--- config.mk ---
export PLATFORM = sky130hd
export DESIGN_NAME = read_tag_tracker
export DESIGN_NICKNAME = d
export VERILOG_FILES = /design/src/rtl/rtt_pkg.sv /design/src/rtl/rtt_low_free.sv /design/src/rtl/rtt_control.sv /design/src/rtl/rtt_datapath.sv /design/src/rtl/read_tag_tracker.sv
export SDC_FILE = /design/constraint.sdc
export NUM_CORES = 2
export LEC_CHECK = 0
export BUFFER_PORTS_ARGS = -buffer_cell sky130_fd_sc_hd__buf_2
export CORE_AREA = 2 2 256 283
export CTS_BUF_LIST = sky130_fd_sc_hd__clkbuf_4
export DETAILED_ROUTE_END_ITERATION = 6
export DIE_AREA = 0 0 258 285
export HOLD_SLACK_MARGIN = 0.1
export MAX_ROUTING_LAYER = met4
export PLACE_DENSITY = 0.73
export SLEW_MARGIN = 15
export SYNTH_ARGS = -nofsm -noshare
export SYNTH_HDL_FRONTEND = slang
export SYNTH_SLANG_ARGS = --single-unit
export TNS_END_PERCENT = 100
--- constraint.sdc ---
create_clock -name clk -period 48.2 [get_ports clk]
set_input_delay 9.64 -clock clk [delete_from_list [all_inputs] [get_ports clk]]
set_output_delay 9.64 -clock clk [all_outputs]
set_load 0.03 [all_outputs]
--- src/rtl/rtt_pkg.sv ---
package rtt_pkg;

  // Strobes the control side raises for the datapath in one cycle.
  typedef struct packed {
    logic alloc;     // a tag is granted on this edge
    logic cplHit;    // a completion matches a busy tag
    logic cplFinal;  // that completion carries the last bytes
    logic cplMiss;   // a completion matches no busy tag
  } rttStrobes_t;

endpackage

--- src/rtl/rtt_low_free.sv ---
module rtt_low_free #(
  parameter int TAG_W    = 5,
  parameter int NUM_TAGS = 1 << TAG_W
) (
  input  logic [NUM_TAGS-1:0] busyVec,
  output logic                anyFree,
  output logic [TAG_W-1:0]    lowTag
);

  // Scan from the top down so that the last hit is the lowest free tag.
  always_comb begin
    anyFree = 1'b0;
    lowTag  = '0;
    for (int t = NUM_TAGS - 1; t >= 0; t--) begin
      if (!busyVec[t]) begin
        anyFree = 1'b1;
        lowTag  = TAG_W'(t);
      end
    end
  end

endmodule

--- src/rtl/rtt_control.sv ---
module rtt_control
  import rtt_pkg::*;
#(
  parameter int NUM_CLIENTS = 3,
  parameter int TAG_W       = 5,
  parameter int LEN_W       = 13,
  parameter int HCW         = 4,
  parameter int DCW         = 7,
  parameter int NEED_W      = LEN_W - 3
) (
  input  logic                         clk,
  input  logic                         rstN,
  input  logic [NUM_CLIENTS-1:0]       reqValid,
  input  logic [NUM_CLIENTS*LEN_W-1:0] reqBytes,
  input  logic [(1<<TAG_W)-1:0]        busyVec,
  input  logic [HCW-1:0]               hdrFree,
  input  logic [DCW-1:0]               dataFree,
  input  logic                         cplValid,
  input  logic [TAG_W-1:0]             cplTag,
  input  logic [LEN_W-1:0]             cplPayloadBytes,
  input  logic [LEN_W-1:0]             cplRemainBytes,
  output logic [NUM_CLIENTS-1:0]       grantValid,
  output logic [TAG_W-1:0]             grantTag,
  output logic [NEED_W-1:0]            allocNeed,
  output rttStrobes_t                  strobes
);

  localparam int NUM_TAGS = 1 << TAG_W;
  localparam int CLI_W    = (NUM_CLIENTS > 1) ? $clog2(NUM_CLIENTS) : 1;
  localparam int CMP_W    = (DCW > NEED_W) ? DCW : NEED_W;

  logic                  anyFree;
  logic [TAG_W-1:0]      lowTag;
  logic [NEED_W-1:0]     needVec [NUM_CLIENTS];
  logic [NUM_CLIENTS-1:0] fits;
  logic [CLI_W-1:0]      rrPtr;
  logic [CLI_W-1:0]      pick;
  logic                  found;
  int                    cIdx;

  rtt_low_free #(.TAG_W(TAG_W), .NUM_TAGS(NUM_TAGS)) u_lowFree (
    .busyVec (busyVec),
    .anyFree (anyFree),
    .lowTag  (lowTag)
  );

  // Data credit need per client: ceil(bytes / 16), plus the fit test.
  for (genvar c = 0; c < NUM_CLIENTS; c++) begin : g_need
    logic [LEN_W:0] roundUp;
    assign roundUp    = {1'b0, reqBytes[c*LEN_W +: LEN_W]} + (LEN_W+1)'(15);
    assign needVec[c] = roundUp[LEN_W:4];
    assign fits[c]    = anyFree && (hdrFree != '0) &&
                        (CMP_W'(dataFree) >= CMP_W'(needVec[c]));
  end

  // Round-robin search that starts after the last client granted.
  always_comb begin
    found = 1'b0;
    pick  = '0;
    cIdx  = 0;
    for (int k = 0; k < NUM_CLIENTS; k++) begin
      cIdx = int'(rrPtr) + k;
      if (cIdx >= NUM_CLIENTS) cIdx = cIdx - NUM_CLIENTS;
      if (!found && reqValid[cIdx] && fits[cIdx]) begin
        found = 1'b1;
        pick  = CLI_W'(cIdx);
      end
    end
  end

  always_comb begin
    for (int c = 0; c < NUM_CLIENTS; c++) begin
      grantValid[c] = found && (pick == CLI_W'(c));
    end
  end

  assign grantTag  = lowTag;
  assign allocNeed = needVec[pick];

  always_ff @(posedge clk) begin
    if (!rstN) begin
      rrPtr <= '0;
    end else if (found) begin
      rrPtr <= (int'(pick) == NUM_CLIENTS - 1) ? '0 : pick + CLI_W'(1);
    end
  end

  // Completion decode.
  always_comb begin
    strobes.alloc    = found;
    strobes.cplHit   = cplValid && busyVec[cplTag];
    strobes.cplFinal = strobes.cplHit && (cplRemainBytes == cplPayloadBytes);
    strobes.cplMiss  = cplValid && !busyVec[cplTag];
  end

endmodule

--- src/rtl/rtt_datapath.sv ---
module rtt_datapath
  import rtt_pkg::*;
#(
  parameter int TAG_W          = 5,
  parameter int HDR_CREDITS    = 8,
  parameter int DATA_CREDITS   = 64,
  parameter int HCW            = 4,
  parameter int DCW            = 7,
  parameter int NEED_W         = 10,
  parameter int TIMEOUT_CYCLES = 200,
  parameter int TMR_W          = 8
) (
  input  logic                    clk,
  input  logic                    rstN,
  input  rttStrobes_t             strobes,
  input  logic [TAG_W-1:0]        allocTag,
  input  logic [NEED_W-1:0]       allocNeed,
  input  logic [TAG_W-1:0]        cplTag,
  output logic [(1<<TAG_W)-1:0]   busyVec,
  output logic [HCW-1:0]          hdrFree,
  output logic [DCW-1:0]          dataFree,
  output logic                    doneValid,
  output logic [TAG_W-1:0]        doneTag,
  output logic [(1<<TAG_W)-1:0]   timeoutVec,
  output logic                    unexpectedCpl
);

  localparam int NUM_TAGS = 1 << TAG_W;
  localparam int SUM_W    = NEED_W + TAG_W;

  logic [TMR_W-1:0]    ageCnt  [NUM_TAGS];
  logic [NEED_W-1:0]   needMem [NUM_TAGS];
  logic [NUM_TAGS-1:0] expireVec;
  logic [NUM_TAGS-1:0] releaseVec;
  logic [TAG_W:0]      hdrRet;
  logic [SUM_W-1:0]    dataRet;
  logic [HCW-1:0]      hdrNext;
  logic [DCW-1:0]      dataNext;

  // A final completion on the expiring edge wins over the timeout.
  always_comb begin
    hdrRet  = '0;
    dataRet = '0;
    for (int t = 0; t < NUM_TAGS; t++) begin
      expireVec[t]  = busyVec[t] && (ageCnt[t] == TMR_W'(TIMEOUT_CYCLES - 1)) &&
                      !(strobes.cplFinal && (cplTag == TAG_W'(t)));
      releaseVec[t] = expireVec[t] || (strobes.cplFinal && (cplTag == TAG_W'(t)));
      if (releaseVec[t]) begin
        hdrRet  = hdrRet + (TAG_W+1)'(1);
        dataRet = dataRet + SUM_W'(needMem[t]);
      end
    end
    hdrNext  = HCW'(int'(hdrFree) + int'(hdrRet) - (strobes.alloc ? 1 : 0));
    dataNext = DCW'(int'(dataFree) + int'(dataRet) -
                    (strobes.alloc ? int'(allocNeed) : 0));
  end

  always_ff @(posedge clk) begin
    if (!rstN) begin
      busyVec       <= '0;
      hdrFree       <= HCW'(HDR_CREDITS);
      dataFree      <= DCW'(DATA_CREDITS);
      doneValid     <= 1'b0;
      doneTag       <= '0;
      timeoutVec    <= '0;
      unexpectedCpl <= 1'b0;
      for (int t = 0; t < NUM_TAGS; t++) begin
        ageCnt[t]  <= '0;
        needMem[t] <= '0;
      end
    end else begin
      for (int t = 0; t < NUM_TAGS; t++) begin
        if (strobes.alloc && (allocTag == TAG_W'(t))) begin
          busyVec[t] <= 1'b1;
          ageCnt[t]  <= '0;
          needMem[t] <= allocNeed;
        end else if (releaseVec[t]) begin
          busyVec[t] <= 1'b0;
        end else if (busyVec[t]) begin
          ageCnt[t]  <= ageCnt[t] + TMR_W'(1);
        end
      end
      hdrFree       <= hdrNext;
      dataFree      <= dataNext;
      doneValid     <= strobes.cplFinal;
      doneTag       <= cplTag;
      timeoutVec    <= expireVec;
      unexpectedCpl <= unexpectedCpl | strobes.cplMiss;
    end
  end

endmodule

--- src/rtl/read_tag_tracker.sv ---
module read_tag_tracker
  import rtt_pkg::*;
#(
  parameter int NUM_CLIENTS    = 3,
  parameter int TAG_W          = 5,
  parameter int LEN_W          = 13,
  parameter int HDR_CREDITS    = 8,
  parameter int DATA_CREDITS   = 64,
  parameter int TIMEOUT_CYCLES = 200
) (
  input  logic                                  clk,
  input  logic                                  rstN,
  input  logic [NUM_CLIENTS-1:0]                reqValid,
  input  logic [NUM_CLIENTS*LEN_W-1:0]          reqBytes,
  output logic [NUM_CLIENTS-1:0]                grantValid,
  output logic [TAG_W-1:0]                      grantTag,
  input  logic                                  cplValid,
  input  logic [TAG_W-1:0]                      cplTag,
  input  logic [LEN_W-1:0]                      cplPayloadBytes,
  input  logic [LEN_W-1:0]                      cplRemainBytes,
  output logic                                  doneValid,
  output logic [TAG_W-1:0]                      doneTag,
  output logic [(1<<TAG_W)-1:0]                 timeoutVec,
  output logic [$clog2(HDR_CREDITS+1)-1:0]      hdrCreditFree,
  output logic [$clog2(DATA_CREDITS+1)-1:0]     dataCreditFree,
  output logic                                  unexpectedCpl
);

  localparam int NUM_TAGS = 1 << TAG_W;
  localparam int HCW      = $clog2(HDR_CREDITS + 1);
  localparam int DCW      = $clog2(DATA_CREDITS + 1);
  localparam int NEED_W   = LEN_W - 3;
  localparam int TMR_W    = $clog2(TIMEOUT_CYCLES + 1);

  rttStrobes_t         strobes;
  logic [NUM_TAGS-1:0] busyVec;
  logic [NEED_W-1:0]   allocNeed;

  rtt_control #(
    .NUM_CLIENTS (NUM_CLIENTS),
    .TAG_W       (TAG_W),
    .LEN_W       (LEN_W),
    .HCW         (HCW),
    .DCW         (DCW),
    .NEED_W      (NEED_W)
  ) u_ctrl (
    .clk             (clk),
    .rstN            (rstN),
    .reqValid        (reqValid),
    .reqBytes        (reqBytes),
    .busyVec         (busyVec),
    .hdrFree         (hdrCreditFree),
    .dataFree        (dataCreditFree),
    .cplValid        (cplValid),
    .cplTag          (cplTag),
    .cplPayloadBytes (cplPayloadBytes),
    .cplRemainBytes  (cplRemainBytes),
    .grantValid      (grantValid),
    .grantTag        (grantTag),
    .allocNeed       (allocNeed),
    .strobes         (strobes)
  );

  rtt_datapath #(
    .TAG_W          (TAG_W),
    .HDR_CREDITS    (HDR_CREDITS),
    .DATA_CREDITS   (DATA_CREDITS),
    .HCW            (HCW),
    .DCW            (DCW),
    .NEED_W         (NEED_W),
    .TIMEOUT_CYCLES (TIMEOUT_CYCLES),
    .TMR_W          (TMR_W)
  ) u_dp (
    .clk           (clk),
    .rstN          (rstN),
    .strobes       (strobes),
    .allocTag      (grantTag),
    .allocNeed     (allocNeed),
    .cplTag        (cplTag),
    .busyVec       (busyVec),
    .hdrFree       (hdrCreditFree),
    .dataFree      (dataCreditFree),
    .doneValid     (doneValid),
    .doneTag       (doneTag),
    .timeoutVec    (timeoutVec),
    .unexpectedCpl (unexpectedCpl)
  );

endmodule

==> summary.txt <==
Initial Util = 54.4%
Hold WC Path Type = reg2reg
Row count = 103
Synth warnings = 0
Yosys top cell by area = edfxtp_1
I/O pin total = 134
Status = finished clean
Worst skew pair latency = 1.03 ns
# DRC = 0
# fillers = 6,136
Drt total wl = 106,000 um
Worst-Margin Slew = 1.22 ns
Gr usage total = 29.7%
Max-Cap Viols = 0
Sequential share of the synthesized area = 41.7%
Hold Fails Final Rpt = 0
Pleak = 18.6 nW
Pin count of the biggest net entering global routing = 63
Hold path cells = 2
Worst-path fanout max = 7
Reg clk slew, reported paths = 0.07 ns
# hold bufs at CTS = 0
Initial antenna violation count = 7
CP startpoint kind = primary input
CP Capture Type = flop
Post-Syn Area per Cell = 9.55 um2
GPL Wtd Cong = 0.978
Global route overflow = 0
Post-synthesis cell area = 38,600 um2
Post_cts resized = 0
P&R area growth vs syn = 10.6%
Crit path DAT = 40.35 ns
Worst stage delay on the critical path = 0.64 ns
CP Class = in2reg
Die Ht = 285 um
Crit-path slowest cell = or4_1
Post-synth EDFFs = 480
Share of layout cells above drive strength 1 = 12.0%
Pwr Density = 29.1 nW/um2
Final worst slack = 8.69 ns
TritonCTS clock tree = built
Min Tclk post-route = 39.51 ns
Most frequent cells after synthesis = 605 x nor2_1, 480 x edfxtp_1, 326 x nand2_1
CP Launch Point = cplPayloadBytes[11]
Clock root buffer = clkbuf_4
Initial DRC count = 2,847
Setup bufs post-CTS = 0
Asr flop ratio synth = 0%
Worst EP required = 49.04 ns
Final setup vio count = 0
Hpwl dp = 77,700 um
R2R Setup Slk = 17.33 ns
RSZ-0062 raised after global routing = no
First-pass GRT wire length = 166,000 um
Period utilization = 82.0%
Vias in the first global route = 30,900
DP Area = 40,600 um2
Yosys top cell area share = 37.3%
Drt pass-1 iters = 6
Reg2reg path depth = 141
Syn Nets = 4,443
Worst reg2reg startpoint = u_dp.busyVec[2]
Nets@finish = 4,674
Synth Instances = 4,043
Area of the core = 71,000 um2
TNS Setup = 0 ns
Final Max Slew Viols = 0
Count leader, synth = nor2_1
PnR Total Power = 1.24 mW
Horiz. Die Dim = 258 um
Via count = 31,600
Post-synth top flop = edfxtp_1
Post-synth cell types = 78
Synth area leaders = edfxtp_1 37%, ha_1 9.3%, xnor2_1 6.7%
Number of port buffers = 133
Design Area, Final = 42,700 um2
TritonCTS buffer count = 154
Via density = 5.90
Full die area = 73,500 um2
Final ANT Viol Nets = 0
WL/cell = 19.8 um
Num Clock Sinks = 564
CTS H-Tree Depth = 4
Worst Min Path Start = u_dp.unexpectedCpl
Clock Tree Buf Depth = 3
Achievable Freq = 25.3 MHz
Slew HR = 18.2%
Fin cells = 5,358
Place WS = 7.84 ns
Placed Instances = 5,063
Flops & latches, synth = 564
Clock skew = 0.0719 ns
Worst IR drop on VDD = 24.1 uV
-- stage by stage --
step / util, % / hold slack, ns
global route: 60.1 / 0.534
detailed placement: 57.2 / 0.502
CTS: 60.1 / 0.517
floorplan: - / 0.490
finish: 60.1 / 0.515
global placement: 57.2 / 0.448
-- per-layer routing --
| layer | part of all wire [%] | routed length, um | vias up | GRT usage [%] |
|---|---|---|---|---|
| met2 | 46 | 48400 | 1314 | 46.2 |
| met4 | 5.7 | 6070 | 0 | 15.9 |
| met3 | 8.6 | 9100 | 336 | 6.18 |
| li1 | - | - | 14900 | - |
| met5 | 0 | 0 | - | - |
| met1 | 40 | 42600 | 15000 | 36.4 |
-- cells in the final DEF, fill, tap and decap left out, types with 12 or more instances in the layout --
master,Yosys,routed
and2_1,22,21
fa_1,38,38
clkbuf_4,0,234
a21boi_0,15,15
nor2_1,605,604
or3_1,17,17
nor3_1,36,36
buf_2,5,132
ha_1,286,286
mux2i_1,30,30
clkinv_1,0,33
dfxtp_1,84,84
o31ai_1,16,15
a21o_1,134,134
nand3_1,220,220
nand2_1,326,326
nor2b_1,16,14
nand4_1,52,52
edfxtp_1,480,480
xor2_1,210,210
o211ai_1,12,12
nor4_1,39,37
mux2_2,21,21
a31oi_1,29,29
inv_1,186,186
nand2b_1,54,54
a211oi_1,15,15
and3_1,79,79
buf_4,0,80
o21a_1,13,13
a21oi_1,260,258
xnor2_1,297,297
o21ai_0,122,121
o21bai_1,56,56
-- worst paths after layout --
path | end
hold / removal | u_dp.unexpectedCpl
setup / recovery | u_dp.dataFree[6]
setup reg to reg | u_dp.dataFree[6]
hold reg to reg | u_dp.unexpectedCpl
-- registers in the layout, indices dropped and copies added, names as in the netlist --
| name | flops |
|---|---|
| u_dp.ageCnt | 256 |
| u_dp.needMem | 224 |
| u_dp.busyVec | 32 |
| u_dp.timeoutVec | 32 |
| u_dp.dataFree | 7 |
| u_dp.doneTag | 5 |
| u_dp.hdrFree | 4 |
| u_ctrl.rrPtr | 2 |
| u_dp.doneValid | 1 |
| u_dp.unexpectedCpl | 1 |
-- cell type report --
cell class | instances | area (um2) | area share, %
antenna | 9 | 22.5 | 0.0527
clock buffer | 234 | 1760 | 4.11
clock inverter | 52 | 329 | 0.771
inverter | 189 | 714 | 1.67
multi-input combinational | 3153 | 21300 | 50.0
sequential | 564 | 16100 | 37.7
tap | 945 | 1180 | 2.77
timing repair buffer | 212 | 1260 | 2.95
-- power by group --
| group | total (mW) | internal, mW | switching [mW] |
|---|---|---|---|
| registers | 0.587 | 0.562 | 0.0250 |
| logic | 0.195 | 0.0776 | 0.117 |
| clock network | 0.461 | 0.244 | 0.217 |
-- cell families after synthesis --
logic type | synth area share (%)
AND/OR/NAND/NOR | 17.5
XOR/XNOR | 12.3
multiplexers | 1.52
buffers and inverters | 3.24
flip-flops | 41.7
adder cells (fa/ha/maj) | 11.3
AO/OA/AOI/OAI | 12.4
-- critical path: cells and delay by family --
family	cells	cell delay, ns
AOI/OAI and AO/OA	37	7.18
adders and majority gates	33	13.34
and+or+nand+nor	34	4.45
muxes	1	0.27
buffers and inverters	12	1.07
xor gates and xnor gates	25	4.38
Power figures use the tool's default switching activity.
